<file path="src/rtl/asram_pkg.sv">
package asram_pkg;
    localparam int PH_W   = 4;
    localparam int DQ_W   = 16;
    localparam int WORD_W = 32;

    typedef struct packed {
        logic            sel_strobe;
        logic            wide;
        logic [PH_W-1:0] turn;
        logic [PH_W-1:0] rd_setup;
        logic [PH_W-1:0] rd_strobe;
        logic [PH_W-1:0] rd_hold;
        logic [PH_W-1:0] wr_setup;
        logic [PH_W-1:0] wr_strobe;
        logic [PH_W-1:0] wr_hold;
    } asram_cfg_t;

    localparam int CFG_W = $bits(asram_cfg_t);

    typedef struct packed {
        logic [PH_W-1:0] setup;
        logic [PH_W-1:0] strobe;
        logic [PH_W-1:0] hold;
    } timing_t;

    typedef enum logic [2:0] {
        PH_IDLE, PH_TURN, PH_SETUP, PH_STROBE, PH_HOLD
    } phase_e;

    function automatic timing_t pick_timing(asram_cfg_t c, logic wr);
        timing_t t;
        t.setup  = wr ? c.wr_setup  : c.rd_setup;
        t.strobe = wr ? c.wr_strobe : c.rd_strobe;
        t.hold   = wr ? c.wr_hold   : c.rd_hold;
        return t;
    endfunction

    function automatic logic [1:0] final_piece(logic wide);
        return wide ? 2'd1 : 2'd3;
    endfunction
endpackage

</file>
<file path="src/rtl/asram_ctrl.sv">
module asram_ctrl
    import asram_pkg::*;
#(
    parameter int NCS  = 4,
    parameter int CS_W = $clog2(NCS)
) (
    input  logic            clk,
    input  logic            rst,
    input  logic            req_valid,
    input  logic            req_write,
    input  logic [CS_W-1:0] req_cs,
    input  asram_cfg_t      req_cfg,
    input  logic            strobe_extend,
    output logic            req_ready,
    output phase_e          phase,
    output logic [1:0]      sub_idx,
    output logic [CS_W-1:0] cur_cs,
    output logic            cur_wr,
    output logic            cur_ss,
    output logic            cur_wide,
    output logic            sample_en,
    output logic            done
);
    logic [PH_W-1:0] cnt;
    timing_t         tim;
    timing_t         t_new;
    logic            last_vld;
    logic [CS_W-1:0] last_cs;
    logic            last_wr;
    logic            need_turn;
    logic            last_piece;

    assign t_new      = pick_timing(req_cfg, req_write);
    assign need_turn  = !(last_vld && last_cs == req_cs && last_wr == req_write);
    assign last_piece = (sub_idx == final_piece(cur_wide));
    assign req_ready  = (phase == PH_IDLE);
    assign sample_en  = (phase == PH_STROBE) && (cnt == '0) && !strobe_extend;
    assign done       = (phase == PH_HOLD) && (cnt == '0) && last_piece;

    always_ff @(posedge clk) begin
        if (rst) begin
            phase    <= PH_IDLE;
            cnt      <= '0;
            sub_idx  <= '0;
            cur_cs   <= '0;
            cur_wr   <= 1'b0;
            cur_ss   <= 1'b0;
            cur_wide <= 1'b0;
            tim      <= '0;
            last_vld <= 1'b0;
            last_cs  <= '0;
            last_wr  <= 1'b0;
        end else begin
            case (phase)
                PH_IDLE: if (req_valid) begin
                    cur_cs   <= req_cs;
                    cur_wr   <= req_write;
                    cur_ss   <= req_cfg.sel_strobe;
                    cur_wide <= req_cfg.wide;
                    tim      <= t_new;
                    sub_idx  <= '0;
                    if (need_turn) begin
                        phase <= PH_TURN;
                        cnt   <= req_cfg.turn;
                    end else begin
                        phase <= PH_SETUP;
                        cnt   <= t_new.setup;
                    end
                end
                PH_TURN: if (cnt == '0) begin
                    phase <= PH_SETUP;
                    cnt   <= tim.setup;
                end else begin
                    cnt <= cnt - 1'b1;
                end
                PH_SETUP: if (cnt == '0) begin
                    phase <= PH_STROBE;
                    cnt   <= tim.strobe;
                end else begin
                    cnt <= cnt - 1'b1;
                end
                PH_STROBE: if (!strobe_extend) begin
                    if (cnt == '0) begin
                        phase <= PH_HOLD;
                        cnt   <= tim.hold;
                    end else begin
                        cnt <= cnt - 1'b1;
                    end
                end
                PH_HOLD: if (cnt == '0) begin
                    if (last_piece) begin
                        phase    <= PH_IDLE;
                        last_vld <= 1'b1;
                        last_cs  <= cur_cs;
                        last_wr  <= cur_wr;
                    end else begin
                        sub_idx <= sub_idx + 1'b1;
                        phase   <= PH_SETUP;
                        cnt     <= tim.setup;
                    end
                end else begin
                    cnt <= cnt - 1'b1;
                end
                default: phase <= PH_IDLE;
            endcase
        end
    end
endmodule

</file>
<file path="src/rtl/asram_lane.sv">
module asram_lane
    import asram_pkg::*;
#(
    parameter int ADDR_W = 22
) (
    input  logic              clk,
    input  logic              rst,
    input  logic              accept,
    input  logic [ADDR_W-1:0] word_addr,
    input  logic [WORD_W-1:0] wdata,
    input  logic              wide,
    input  logic [1:0]        sub_idx,
    input  logic              active,
    input  logic              wr,
    input  logic              sample_en,
    input  logic [DQ_W-1:0]   din,
    output logic [ADDR_W-1:0] mem_addr,
    output logic [1:0]        mem_ba,
    output logic [DQ_W-1:0]   mem_dout,
    output logic [WORD_W-1:0] rdata
);
    localparam int NBYTE = WORD_W / 8;

    logic [ADDR_W-1:0]      wa_q;
    logic [WORD_W-1:0]      wd_q;
    logic [NBYTE-1:0][7:0]  rbytes;
    logic [DQ_W-1:0]        piece;

    always_ff @(posedge clk) begin
        if (rst) begin
            wa_q <= '0;
            wd_q <= '0;
        end else if (accept) begin
            wa_q <= word_addr;
            wd_q <= wdata;
        end
    end

    assign piece    = wide ? wd_q[16*sub_idx[0] +: 16] : {8'h00, wd_q[8*sub_idx +: 8]};
    assign mem_addr = active ? wa_q : '0;
    assign mem_ba   = active ? (wide ? {sub_idx[0], 1'b0} : sub_idx) : 2'b00;
    assign mem_dout = (active && wr) ? piece : '0;

    for (genvar k = 0; k < NBYTE; k++) begin : g_byte
        localparam logic [1:0] KI = 2'(k);
        localparam logic       KH = 1'(k / 2);
        logic hit;
        assign hit = wide ? (sub_idx[0] == KH) : (sub_idx == KI);
        always_ff @(posedge clk) begin
            if (rst) begin
                rbytes[k] <= '0;
            end else if (sample_en && hit) begin
                rbytes[k] <= wide ? din[8*(k%2) +: 8] : din[7:0];
            end
        end
    end

    assign rdata = rbytes;
endmodule

</file>
<file path="src/rtl/asram_seq.sv">
module asram_seq
    import asram_pkg::*;
#(
    parameter int NCS    = 4,
    parameter int ADDR_W = 22
) (
    input  logic                  clk,
    input  logic                  rst,
    input  logic [NCS*CFG_W-1:0]  cfg_flat,
    input  logic                  req_valid,
    output logic                  req_ready,
    input  logic [WORD_W-1:0]     req_addr,
    input  logic [WORD_W-1:0]     req_wdata,
    input  logic                  req_write,
    input  logic [$clog2(NCS)-1:0] req_cs,
    output logic                  rsp_valid,
    output logic [WORD_W-1:0]     rsp_rdata,
    input  logic                  strobe_extend,
    output logic [NCS-1:0]        mem_cs_n,
    output logic                  mem_oe_n,
    output logic                  mem_we_n,
    output logic                  mem_rw,
    output logic [ADDR_W-1:0]     mem_addr,
    output logic [1:0]            mem_ba,
    output logic [DQ_W-1:0]       mem_dout,
    output logic                  mem_doe,
    input  logic [DQ_W-1:0]       mem_din
);
    localparam int CS_W = $clog2(NCS);

    asram_cfg_t      cfg_arr [NCS];
    asram_cfg_t      cfg_sel;
    phase_e          phase;
    logic [1:0]      sub_idx;
    logic [CS_W-1:0] cur_cs;
    logic            cur_wr, cur_ss, cur_wide;
    logic            sample_en, done, active, strobing;
    logic            unused_addr;

    for (genvar i = 0; i < NCS; i++) begin : g_cfg
        assign cfg_arr[i] = cfg_flat[i*CFG_W +: CFG_W];
    end
    assign cfg_sel     = cfg_arr[req_cs];
    assign unused_addr = ^{req_addr[WORD_W-1:ADDR_W+2], req_addr[1:0]};

    asram_ctrl #(.NCS(NCS), .CS_W(CS_W)) u_ctrl (
        .clk(clk), .rst(rst), .req_valid(req_valid), .req_write(req_write),
        .req_cs(req_cs), .req_cfg(cfg_sel), .strobe_extend(strobe_extend),
        .req_ready(req_ready), .phase(phase), .sub_idx(sub_idx),
        .cur_cs(cur_cs), .cur_wr(cur_wr), .cur_ss(cur_ss), .cur_wide(cur_wide),
        .sample_en(sample_en), .done(done)
    );

    assign active   = (phase == PH_SETUP) || (phase == PH_STROBE) || (phase == PH_HOLD);
    assign strobing = (phase == PH_STROBE);

    asram_lane #(.ADDR_W(ADDR_W)) u_lane (
        .clk(clk), .rst(rst), .accept(req_valid && req_ready),
        .word_addr(req_addr[ADDR_W+1:2]), .wdata(req_wdata),
        .wide(cur_wide), .sub_idx(sub_idx), .active(active), .wr(cur_wr),
        .sample_en(sample_en), .din(mem_din),
        .mem_addr(mem_addr), .mem_ba(mem_ba), .mem_dout(mem_dout),
        .rdata(rsp_rdata)
    );

    for (genvar i = 0; i < NCS; i++) begin : g_cs
        assign mem_cs_n[i] = !((cur_cs == CS_W'(i)) && (cur_ss ? strobing : active));
    end

    assign mem_oe_n = !(strobing && !cur_wr);
    assign mem_we_n = !(strobing && cur_wr);
    assign mem_rw   = !(active && cur_wr);
    assign mem_doe  = active && cur_wr;

    always_ff @(posedge clk) begin
        if (rst) rsp_valid <= 1'b0;
        else     rsp_valid <= done && !cur_wr;
    end
endmodule

</file>
<file path="config.mk">
export PLATFORM = sky130hd
export DESIGN_NAME = asram_seq
export DESIGN_NICKNAME = d
export VERILOG_FILES = /design/src/rtl/asram_pkg.sv /design/src/rtl/asram_ctrl.sv /design/src/rtl/asram_lane.sv /design/src/rtl/asram_seq.sv
export SDC_FILE = /design/constraint.sdc
export NUM_CORES = 1
export LEC_CHECK = 0
export ABC_AREA = 1
export BUFFER_PORTS_ARGS = -buffer_cell sky130_fd_sc_hd__buf_2
export CAP_MARGIN = 0
export CORE_MARGIN = 10
export CORE_UTILIZATION = 48
export DETAILED_ROUTE_END_ITERATION = 8
export HOLD_SLACK_MARGIN = 0.12
export PLACE_DENSITY = 0.77
export SYNTH_ARGS = -nofsm -noshare
export SYNTH_HDL_FRONTEND = slang
export SYNTH_SLANG_ARGS = --single-unit
export TNS_END_PERCENT = 50
</file>
<file path="constraint.sdc">
create_clock -name clk -period 2.49 [get_ports clk]
set_input_delay 0.498 -clock clk [delete_from_list [all_inputs] [get_ports clk]]
set_output_delay 0.498 -clock clk [all_outputs]
set_load 0.005 [all_outputs]
</file>
* After elaboration in Yosys (flattened, before gate mapping) *
Index checks and enable logic that the tools add are counted.
Widths: inputs -> output; s select.

word-level totals
  input port bits = 207
  flip-flop bits (word level) = 117
  output and inout port bits = 82

operators by class
  add/subtract/negate cells = 2
  shift operators = 2
  reductions and logical operators = 41
  multiplexer cells = 40
  equal/unequal tests = 21
  bitwise gates (word level) = 2
  order comparisons = 1

operators by type and width
  operator            count
  $bmux 30 s2         1
  $mux 30             2
  $mux 4              11
  $mux 16             2
  $shiftx 32x6->16    1
  $shiftx 32x6->8     1
  $mux 22             1
  $pmux 4 s5          1
  $logic_and 1x1->1   19
  $mux 3              6
  $mux 2              8
  $pmux 3 s5          1
  $logic_not 1->1     9
  $eq 2x2->1 const B  4
  $mux 8              1
  $ne 2x1->1 const B  4
  $reduce_and 4->1    2
  $eq 3x2->1 const B  2
  $ne 2x2->1 const B  3
  $reduce_and 6->1    1
  $mux 1              5
  $reduce_bool 5->1   1
  $eq 2x1->1 const B  2
  $eq 2x2->1          2
  other kinds (17)    19

* Longest topological paths before layout *
  depth in word-level cells = 8
  gate-level depth with buffers = 11
  mapped depth without buffers = 10

* Hierarchy *
A second synthesis with hierarchy kept.

second synthesis, totals
  cells, all modules = 1290
  area total of the unflattened synthesis = 7462.2 um^2

modules (own cells, without submodules)
  module      area an instance (um^2)  cells an instance  instances  sequential area each (um^2)
  asram_lane  4048.9                   641                1          1721.7
  asram_ctrl  1915.6                   301                1          600.6
  asram_seq   1497.7                   348                1          20.0

* Least setup slack after synthesis *
No wires, ideal clock.

  kind = register -> output
  start point = register u_ctrl.sub_idx[0]
  end point = output port mem_dout[2]
  buffers on the path = 2
  cell stages (with the launch flop) = 5
  data required time = 1.992 ns
  path slack = 0.657 ns
  data arrival time = 1.335 ns
  cell sequence = dfxtp_1 > buf_4 > buf_2 > o21ai_0 > a2111oi_0

between the ends
  longest elaborated chain between the ends = 3
  elaborated cells between the ends (all ways) = 4
  classes of those cells = shift (2); mux (2)

RTL lines
  what                                                        RTL line          source
  start: declaration                                          asram_ctrl.sv:16  output logic [1:0] sub_idx,
  start signal: assignment                                    asram_ctrl.sv:97  sub_idx <= sub_idx + 1'b1;
  $shiftx 32x6->8 / $shiftx 32x6->16 (equally long branches)  asram_lane.sv:39  assign piece = wide ? wd_q[16*sub_idx[0] +: 16] : {8'h00, wd_q[8*sub_idx +: 8]};
  $mux 16 (*)                                                 asram_lane.sv:39
  $mux 16 (*)                                                 asram_lane.sv:42  assign mem_dout = (active && wr) ? piece : '0;
  end: declaration                                            asram_seq.sv:25   output logic [DQ_W-1:0] mem_dout,

Mark *: on every way between the ends. The rest lies on a longest branch, timed or not.

* Final worst setup path *
  start point = register u_ctrl.phase[0]
  end point = output port mem_dout[1]

between the ends
  longest elaborated chain between the ends = 5
  elaborated cells between the ends (all ways) = 7
  classes of those cells = eq/ne (3); mux (1); reduce/logical (3)

RTL lines
  what                      RTL line          source
  start: declaration        asram_ctrl.sv:15  output phase_e phase,
  start signal: assignment  asram_ctrl.sv:42  phase <= PH_IDLE;
  start signal: assignment  asram_ctrl.sv:63  phase <= PH_TURN;
  start signal: assignment  asram_ctrl.sv:66  phase <= PH_SETUP;
  $eq 3x2->1                asram_seq.sv:54   assign active = (phase == PH_SETUP) || (phase == PH_STROBE) || (phase == PH_HOLD);
  $logic_or 1x1->1          asram_seq.sv:54
  $logic_or 1x1->1 (*)      asram_seq.sv:54
  $logic_and 1x1->1 (*)     asram_lane.sv:42
  $mux 16 (*)               asram_lane.sv:42

Marked as above.

==> results.tsv <==
metric	value	unit
violations	setup timing	
ys_seq_elements	117	
cp_slowest_stage_delay	460	ps
p_int	4.67	mW
grt_pass1_wl	35200	um
cp.arrival	2000	ps
grt_start_max_net_pins	64	
peakVddDrop	0.000646	V
p_switching	2.63	mW
critPathKind	flop to primary output	
period_needed	2500	ps
area_delta_synth_final	32.1	%
drt-wirelength-per-cell	15.5	um
die-area	18700	sq um
synthCells	1012	
fin_nets	1476	
rows	42	
p_sw_share	36.0	%
ant_nets	0	
worst_setup_path_start_kind	flop	
fmax	400	MHz
cp.buffers_inverters	1	
synth_top_area_share	35.8	%
slowest_stage	a2111oi_0	
synth.avg_cell_area	6.47	sq um
design_area	8640	sq um
slew_violations	0	
ioPinCount	289	
start_util	49.2	%
end_kind	primary output	
clock_path_buffers	2	
globalRouteOverflowTotal	0	
yosysMostFrequentCell	nand2_1	
hold_buffers	0	
synth_nets	1225	
synthTopCellsByArea	dfxtp_1 (36%), o21ai_0 (11%), nand2_1 (10%), nor2_1 (9.3%), a21oi_1 (7.9%)	
path_cells	nor2_1, nand2_1, nand2_2, nand2_4, a2111oi_0, buf_2	
antenna_found_initial	2	
synth_ff_type	dfxtp_1	
tritoncts	built	
clk_pin_slew	60	ps
final_layout_size_suffix_gt1_share	28.2	%
status	finished, violations left	
worst_slack	-7.94	ps
skew	8.24	ps
htree_levels	4	
gp_congestion	0.901	
cts.sinks	117	
pwr-share-comb	32.7	%
tightest_slew	626	ps
synth_edf_count	0	
ys_async_sr_fraction	0	%
synth.distinct_cells	40	
place_hpwl	16800	um
synth_area_leader_cell	dfxtp_1	
p_seq_share	33.1	%
grt_pass1_vias	7207	
vias	7565	
syn_area	6550	sq um
first_pass_iters	5	
hold_class	input pin to flop	
cellPowerDensity	845	nW/um^2
totalWireLength	22500	um
tns	-7.94	ps
cp_max_fo	18	
leakage	4.20	nW
setup_viol	1	
track_usage	23.1	%
vias_per_cell	5.21	
critical_path.top_delay_family	simple AND/OR/NAND/NOR gates	
seq_area_frac_synth	35.8	%
core	13300	sq um
synth_common_cells	nand2_1 (178), nor2_1 (162), o21ai_0 (145), dfxtp_1 (117), a21oi_1 (103)	
fp.dieH	137	um
clockRootBuffer	clkbuf_16	
timing.hold.ws	307	ps
grt_setup_unrepaired	true	
drc_errors	0	
required	1990	ps
pwr-share-clk	34.2	%
clk_latency	410	ps
portBuffers	278	
fp.dieW	137	um
cts_buffers	17	
max_slew_margin	58.3	%
yosysWarnings	0	
hold_violations	0	
p_total	7.31	mW
first_iter_violations	476	
drv_cap	0	
dpl_cell_area	8010	sq um
fin_crit_sh	100	%
[worst reg2reg max path: stages, from the launching register on]
cell and delay, ps:
dfxtp_1 400, nor2_1 90, nand2_1 140, nand2_2 120
inv_2 390, nand2_4 180, nand2_2 140, nand2_1 120
o21ai_0 250, a21oi_1 70
[flip-flops by register name, indices dropped and copies added (netlist names)]
| register | count |
|---|---|
| rsp_valid | 1 |
| u_ctrl.last_vld | 1 |
| u_ctrl.cur_wide | 1 |
| u_ctrl.sub_idx | 2 |
| u_lane.wa_q | 22 |
| u_ctrl.cur_ss | 1 |
| u_ctrl.cnt | 4 |
| u_ctrl.cur_wr | 1 |
| u_ctrl.last_cs | 2 |
| u_ctrl.tim | 12 |
| u_ctrl.phase | 3 |
| u_ctrl.cur_cs | 2 |
| u_lane.wd_q | 32 |
| u_lane.rdata | 32 |
| u_ctrl.last_wr | 1 |
[logic make-up (layout without fill, tap and decap cells)]
group / count (synthesis) / after routing / share of synthesized area [%]
compound gates: 307 / 307 / 25.9
other cells: 0 / 1 / 0
flops: 117 / 117 / 35.8
buf+inv: 170 / 434 / 10.7
fa+ha+maj: 6 / 6 / 1.15
simple gates: 411 / 411 / 26.3
xor+xnor: 1 / 1 / 0.134
[final timing paths]
check,startpoint,endpoint,slack [ps],cells past startpoint
worst min register to register,u_lane.rdata[12],u_lane.rdata[12],440,2
worst min-delay path,req_wdata[27],u_lane.wd_q[27],310,3
worst max register to register,u_ctrl.phase[0],u_ctrl.phase[0],490,9
worst max-delay path,u_ctrl.phase[0],mem_dout[1],-8,6
[layer usage]
layer | vias to the layer above | track usage [%] | part of all wire [%]
li1 | 3841 | - | -
met1 | 3393 | 27.8 | 41
met2 | 298 | 38.5 | 48
met3 | 31 | 7.07 | 9.1
met4 | 2 | 7.55 | 1.7
met5 | - | 0 | 0.075
[power groups by stage]
stage                     sequential (mW)  clock [mW]  combinational (mW)
after CTS                            2.41        2.53                2.38
after global routing                 2.45        2.60                2.73
after detailed placement             2.44           0                2.35
after floorplan                      2.38           0                1.72
final                                2.42        2.50                2.39
after global placement               2.43           0                2.31
[repair_timing]
action	4_1_cts	5_1_grt
resized for setup	8	3
cloned	0	0
setup endpoints to repair	8	7
buffers inserted	0	0
[through the flow]
step / setup slack [ps] / instances / util (%)
after global placement: 294 / 1420 / 60.2
after detailed placement: 238 / 1420 / 60.2
after floorplan: 657 / 1012 / -
after CTS: 10.6 / 1452 / 65.0
after global routing: -97.3 / 1453 / 65.0
final: -7.94 / 1453 / 65.0
[area by class of cell]
cell class	count	area, sq um
fill	1285	4650
tap	176	220
sequential	117	2340
inverter	106	403
timing repair buffer	296	1540
antenna	1	2.50
clock buffer	20	457
multi-input combinational	725	3530
clock inverter	12	153
[cell usage in the layout (no fill, tap or decap), types with 4 or more instances in the layout]
cell	instances
a2111oi_0	6
buf_2	278
nand2_2	5
nor2_4	4
ha_1	6
nand2_1	177
o211ai_1	18
clkinvlp_4	4
dfxtp_1	116
clkbuf_16	17
o21ai_0	145
a21oi_1	103
o22ai_1	14
inv_2	7
nor2_1	161
buf_4	17
nand3_1	52
inv_1	96
a2111oi_1	7
Note: power is estimated with default switching activity, not from simulation.
